File: config.mk
export PLATFORM = sky130hd
export DESIGN_NAME = ampfault_supervisor
export DESIGN_NICKNAME = d
export VERILOG_FILES = /design/src/rtl/ampfault_pkg.sv /design/src/rtl/dc_persist_timer.sv /design/src/rtl/fault_latch_bank.sv /design/src/rtl/ampfault_supervisor.sv
export SDC_FILE = /design/constraint.sdc
export NUM_CORES = 1
export LEC_CHECK = 0
export CELL_PAD_IN_SITES_DETAIL_PLACEMENT = 1
export CELL_PAD_IN_SITES_GLOBAL_PLACEMENT = 2
export CORE_MARGIN = 8
export CORE_UTILIZATION = 35
export CTS_CLUSTER_SIZE = 25
export DETAILED_ROUTE_END_ITERATION = 6
export PLACE_DENSITY_LB_ADDON = 0.15
export SYNTH_ARGS = -nofsm -noshare
export SYNTH_HDL_FRONTEND = slang
export SYNTH_HIERARCHICAL = 1
export SYNTH_SLANG_ARGS = --single-unit
File: constraint.sdc
create_clock -name clk -period 6 [get_ports clk]
set_input_delay 1.2 -clock clk [delete_from_list [all_inputs] [get_ports clk]]
set_output_delay 1.2 -clock clk [all_outputs]
set_load 0.1 [all_outputs]
File: src/rtl/ampfault_pkg.sv
package ampfault_pkg;
   typedef enum logic [1:0] {
      CAUSE_NONE = 2'd0,
      CAUSE_OC   = 2'd1,
      CAUSE_OT   = 2'd2,
      CAUSE_DC   = 2'd3
   } cause_e;

   localparam int unsigned LATCH_KINDS = 3;
endpackage

File: src/rtl/dc_persist_timer.sv
module dc_persist_timer #(
   parameter int unsigned HOLD = 16
) (
   input  logic clk,
   input  logic rst_n,
   input  logic run_en,
   input  logic over,
   input  logic pos,
   output logic trip
);
   localparam int unsigned CW = $clog2(HOLD + 1);
   localparam logic [CW-1:0] LIMIT = CW'(HOLD);

   logic [CW-1:0] cnt_q;
   logic          pos_q;

   always_ff @(posedge clk or negedge rst_n) begin
      if (!rst_n) begin
         cnt_q <= '0;
         pos_q <= 1'b0;
      end else begin
         pos_q <= pos;
         if (!run_en || !over)
            cnt_q <= '0;
         else if (cnt_q != '0 && pos != pos_q)
            cnt_q <= CW'(1);
         else if (cnt_q != LIMIT)
            cnt_q <= cnt_q + CW'(1);
      end
   end

   assign trip = (cnt_q == LIMIT);
endmodule

File: src/rtl/fault_latch_bank.sv
module fault_latch_bank
   import ampfault_pkg::*;
(
   input  logic                   clk,
   input  logic                   rst_n,
   input  logic                   shdn_n,
   input  logic                   oc,
   input  logic                   ot,
   input  logic                   dc,
   output logic [LATCH_KINDS-1:0] latched,
   output cause_e                 first
);
   logic [LATCH_KINDS-1:0] set_vec;
   cause_e                 pick;

   assign set_vec = {dc, ot, oc};

   always_comb begin
      if (oc)      pick = CAUSE_OC;
      else if (ot) pick = CAUSE_OT;
      else if (dc) pick = CAUSE_DC;
      else         pick = CAUSE_NONE;
   end

   always_ff @(posedge clk or negedge rst_n) begin
      if (!rst_n) begin
         latched <= '0;
         first   <= CAUSE_NONE;
      end else if (!shdn_n) begin
         latched <= '0;
         first   <= CAUSE_NONE;
      end else begin
         latched <= latched | set_vec;
         if (latched == '0)
            first <= pick;
      end
   end
endmodule

File: src/rtl/ampfault_supervisor.sv
module ampfault_supervisor
   import ampfault_pkg::*;
#(
   parameter int unsigned NUM_CH         = 2,
   parameter int unsigned DC_HOLD_CYCLES = 64000000
) (
   input  logic              clk,
   input  logic              rst_n,
   input  logic              shdn_n,
   input  logic              oc_flag,
   input  logic              ot_flag,
   input  logic [NUM_CH-1:0] dc_over,
   input  logic [NUM_CH-1:0] dc_pos,
   input  logic              uv_flag,
   input  logic              ov_flag,
   output logic              fault_n,
   output logic              out_hiz,
   output logic [1:0]        first_cause
);
   if (NUM_CH < 1) begin : g_bad_ch
      $error("NUM_CH must be at least 1");
   end
   if (DC_HOLD_CYCLES < 2) begin : g_bad_hold
      $error("DC_HOLD_CYCLES must be at least 2");
   end

   logic [NUM_CH-1:0]      ch_trip;
   logic [LATCH_KINDS-1:0] latched;
   cause_e                 first;
   logic                   supply_bad_q;

   for (genvar c = 0; c < NUM_CH; c++) begin : g_ch
      dc_persist_timer #(.HOLD(DC_HOLD_CYCLES)) u_timer (
         .clk    (clk),
         .rst_n  (rst_n),
         .run_en (shdn_n),
         .over   (dc_over[c]),
         .pos    (dc_pos[c]),
         .trip   (ch_trip[c])
      );
   end

   fault_latch_bank u_latch (
      .clk     (clk),
      .rst_n   (rst_n),
      .shdn_n  (shdn_n),
      .oc      (oc_flag),
      .ot      (ot_flag),
      .dc      (|ch_trip),
      .latched (latched),
      .first   (first)
   );

   always_ff @(posedge clk or negedge rst_n) begin
      if (!rst_n) supply_bad_q <= 1'b0;
      else        supply_bad_q <= uv_flag | ov_flag;
   end

   assign fault_n     = ~|latched;
   assign out_hiz     = (|latched) | supply_bad_q | ~shdn_n;
   assign first_cause = first;
endmodule

* After elaboration in Yosys (flattened, before gate mapping)
Index checks and enable logic that the tools add are counted.
** Word-level totals
- Flip-flop bits (word level) :: 60
- Bits of input ports :: 11
- Output and inout bits :: 4
- Logic and storage cells :: 48
** Cells by class
- Add/subtract/negate cells :: 2
- Equal/unequal tests :: 7
- Muxes and demuxes :: 12
- Bitwise operators :: 5
- Reductions and logical operators :: 15
** Operator list (count)
- 2-to-1 mux 26 bit :: 6
- adder 26 x 1 -> 26 bit, second input constant :: 2
- == test 26 bit, second input constant :: 2
- inequality test 26 bit, second input constant :: 2
- nonzero test 26 bit :: 2
- 2-to-1 mux 2 bit :: 5
- nonzero test 3 bit :: 2
- logical NOT 1 bit :: 4
- logical NOT 3 bit :: 1
- 2-to-1 mux 3 bit :: 1
- OR 1 bit :: 3
- OR 3 bit :: 1
- OR reduction 3 bit :: 1
- logical AND 1 bit :: 2
- logical OR 1 bit :: 2
- inequality test 1 bit :: 2
- inequality test 2 x 1 -> 1 bit, second input constant :: 1
- OR reduction 2 bit :: 1
- inverter 1 bit :: 1

* Depth between registers and ports, before layout
- Depth after elaboration :: 7
- Gate-level depth with buffers :: 8
- Gate-level depth less buffers :: 8

* Hierarchy
Netlist, hierarchy kept.
** By module, submodules not included
- dc_persist_timer :: instances 2, cells an instance 162, area an instance 1525.2 µm², seq. area each 675.6 µm²
- fault_latch_bank :: instances 1, cells an instance 20, area an instance 207.7 µm², seq. area each 125.1 µm²
- ampfault_supervisor :: instances 1, cells an instance 5, area an instance 55.1 µm², seq. area each 25.0 µm²

* Worst setup path after synthesis
Ideal clock, no wire load.
- Kind :: register to output
- Start point :: register u_latch.latched[2]
- End point :: output out_hiz
- Arrival :: 2768 ps
- Data required time :: 4800 ps
- Path slack :: 2032 ps
- Cell stages (with the launch flop) :: 3
- Buffers on the path :: 0
- Cell sequence :: dfrtp_1 -> nor3_2 -> nand3b_1
** Between the ends
- Cells in the longest elaborated chain, start to end :: 3
** Ends and longest elaborated chain
- from (decl) :: line fault_latch_bank.sv:10 : output logic [LATCH_KINDS-1:0] latched,
- from (signal assigned) :: line fault_latch_bank.sv:33 : latched <= latched | set_vec;
- OR reduction 3 bit :: line ampfault_supervisor.sv:60 : assign out_hiz = (|latched) | supply_bad_q | ~shdn_n;
- OR 1 bit (2 in a row) :: line ampfault_supervisor.sv:60
- to (decl) :: line ampfault_supervisor.sv:17 : output logic out_hiz,
No other way between the ends.

* Final worst setup path
- Start point :: input shdn_n
- End point :: output out_hiz
** Between the ends
- Cells in the longest elaborated chain, start to end :: 2
** Ends and longest elaborated chain
- from (decl) :: line ampfault_supervisor.sv:9 : input logic shdn_n,
- inverter 1 bit :: line ampfault_supervisor.sv:60
- OR 1 bit :: line ampfault_supervisor.sv:60
No other way between the ends.

==> summary.md <==
| Metric | Value |
|---|---|
| Run status | `completed` |
| Leakage | `1.449 nW` |
| Initial DRC count | `68` |
| Grt total ovfl | `0` |
| Crit path DAT | `3100 ps` |
| Nature of the critical path endpoint | `output port` |
| N_diodes | `0` |
| Hold Slack | `576.9 ps` |
| Die area | `12840 um2` |
| Synth Net Count | `366` |
| Final Cycle Share | `71.62%` |
| GPL Wtd Cong | `0.7773` |
| Non-Filler Instances | `477` |
| Synth area leader | `dfrtp_1` |
| Worst Setup Path Type | `primary input to output port` |
| Dpl cells | `463` |
| DRC Markers | `0` |
| Fmax | `232.7 MHz` |
| Starting Density | `36.03%` |
| PwrDens | `234.1 nW/um2` |
| Worst-path clk slew | `60 ps` |
| Vias in the first global route | `2692` |
| RSZ-0062 raised after global routing | `false` |
| Slew Viols, Final | `0` |
| Vert. Die Dim | `113.3 um` |
| Syn Area/Cell | `9.493 um2` |
| P&R area growth vs syn | `12.39%` |
| Share of layout cells above drive strength 1 | `9.836%` |
| Drt total wl | `7792 um` |
| Clock Tree Root | `clkbuf_8` |
| Register area | `1501 um2` |
| H-tree depth | `3` |
| Post-DP HPWL | `5636 um` |
| Worst ir drop on vdd | `132.3 uV` |
| Final hold violations | `0` |
| Sequential area share after synthesis | `45.32%` |
| Clock skew | `6.222 ps` |
| Worst endpoint required time | `4800 ps` |
| Detail Route Antenna Nets | `0` |
| Die Wd | `113.3 um` |
| Drt wl/cell | `16.34 um` |
| Mapped Cells | `349` |
| Largest fanout on the critical path | `8` |
| FP Rows | `35` |
| Largest net degree at the start of global routing | `61` |
| Total core area | `9196 um2` |
| Yosys cell types | `37` |
| Max clock buf depth | `2` |
| DR pass1 iterations | `4` |
| Clk sinks | `60` |
| Slew @ Worst Pin | `983.0 ps` |
| Clock tree from TritonCTS | `built` |
| Nets | `380` |
| # Max-Cap Violations | `0` |
| Post-DP Area | `3515 um2` |
| Synth area leaders | `dfrtp_1, xnor2_1, nor2_1` |
| Vias post-DR | `2575` |
| Global-route wire length before repair | `13810 um` |
| Flop and latch count out of synthesis | `60` |
| Post-Syn Area | `3313 um2` |
| Synth warnings | `6` |
| Initial antenna violation count | `0` |
| Top cell type's share of synthesized area | `45.32%` |
| Max-slew headroom | `34.26%` |
| Worst hold path class | `flop to flop` |
| CTS Hold Buffers Added | `0` |
| Total GRT Usage | `13.39%` |
| Setup TNS | `0 ps` |
| Fin area | `3724 um2` |
| Post-CTS Setup Bufs | `0` |
| Worst-skew pair later-pin latency | `330 ps` |
| Tmin final | `4297 ps` |
| Startpoint Class | `primary input` |
| Avg Vias per Cell | `5.398` |
| Fillers | `1057` |
| Final Setup Violations | `0` |
| Ports | `15` |
| CTS Buf Count | `9` |
| Post-CTS sizing | `0` |
| PortBufs | `14` |
| Area of the multi-input gates | `1687 um2` |
| Tot Pwr | `0.0008716 W` |
[worst paths after layout]
path                       slack, ps  cells after the start                startpoint                   endpoint
max                             1700                      3                    shdn_n                    out_hiz
min                              580                      2          u_latch/first[0]           u_latch/first[0]
max reg2reg                     3700                      7  g_ch[0].u_timer/cnt_q[0]  g_ch[0].u_timer/cnt_q[25]
min reg2reg                      580                      2          u_latch/first[0]           u_latch/first[0]
max in group asynchronous       4440                      2                     rst_n   g_ch[0].u_timer/cnt_q[5]
min in group asynchronous       1000                      2                     rst_n  g_ch[1].u_timer/cnt_q[22]
[kinds of logic (layout without fill, tap and decap cells)]
kind of cell | Yosys count | count (layout) | share of synthesized area, %
simple gates | 180 | 180 | 30.74
flops | 60 | 60 | 45.32
xor+xnor | 42 | 42 | 11.10
compound gates | 35 | 35 | 6.193
buf+inv | 24 | 41 | 3.776
fa+ha+maj | 6 | 6 | 2.266
mux | 2 | 2 | 0.6043
[layout make-up]
type	instances	area share, %
timing repair buffer	15	3.831
sequential	60	40.32
clock buffer	13	4.805
tap	111	3.730
multi-input combinational	265	45.30
inverter	12	1.210
clock inverter	1	0.8065
[stage by stage]
step,utilization [%],setup slack [ps]
floorplan,-,2032
global placement,38.22,1667
detailed placement,38.22,1664
CTS,40.49,1663
global route,40.49,1638
finish,40.49,1703
[report_power, final]
part / total (W) / internal, W / switching, W
registers: 0.000415 / 0.000409 / 0.00000591
clock network: 0.000389 / 0.000233 / 0.000156
logic: 0.0000681 / 0.0000224 / 0.0000457
total: 0.000872 / 0.000664 / 0.000207
[layout by cell type, fill, tap and decap left out, drive strengths merged, types with 13 or more instances in the layout]
master,n
nand3,26
xnor2,26
nor2,51
clkbuf,13
xor2,16
nand2,17
nand4,18
dfrtp,60
nor3,18
o21ai,15
clkdlybuf4s50,13
[layer usage]
| metal | part of all wire [%] | vias to the layer above | GRT usage [%] |
|---|---|---|---|
| li1 | - | 1259 | - |
| met1 | 45 | 1291 | 15.85 |
| met2 | 52 | 17 | 23.49 |
| met3 | 2.0 | 8 | 3.088 |
| met4 | 1.1 | 0 | 4.085 |
| met5 | 0 | - | 0 |
[worst max-delay path, stage by stage]
cell and delay (ps):
clkdlybuf4s50_1 580, nand3b_1 160, clkdlybuf4s50_1 1150
[registers in the layout, summed over array words and instances (netlist names)]
signal              flops
g_ch.u_timer/pos_q      2
g_ch.u_timer/cnt_q     52
supply_bad_q            1
u_latch/latched         3
u_latch/first           2
[Yosys cell counts (all sizes together)]
library cell / count
xor2: 16
nor2: 51
nand3: 26
nor4: 12
a311oi: 1
nor3: 18
nand2b: 5
o2111ai: 1
a211o: 2
nand3b: 3
nand4b: 2
o21ai: 15
or2: 6
nand4: 18
nor4b: 4
o31ai: 2
inv: 12
nand2: 17
o32a: 2
ha: 6
xnor2: 26
a21oi: 12
or3: 10
buf: 8
nor2b: 2
dfrtp: 60
clkbuf: 4
and4: 6
mux2i: 2
No activity file was read; power rests on OpenSTA's default activity.
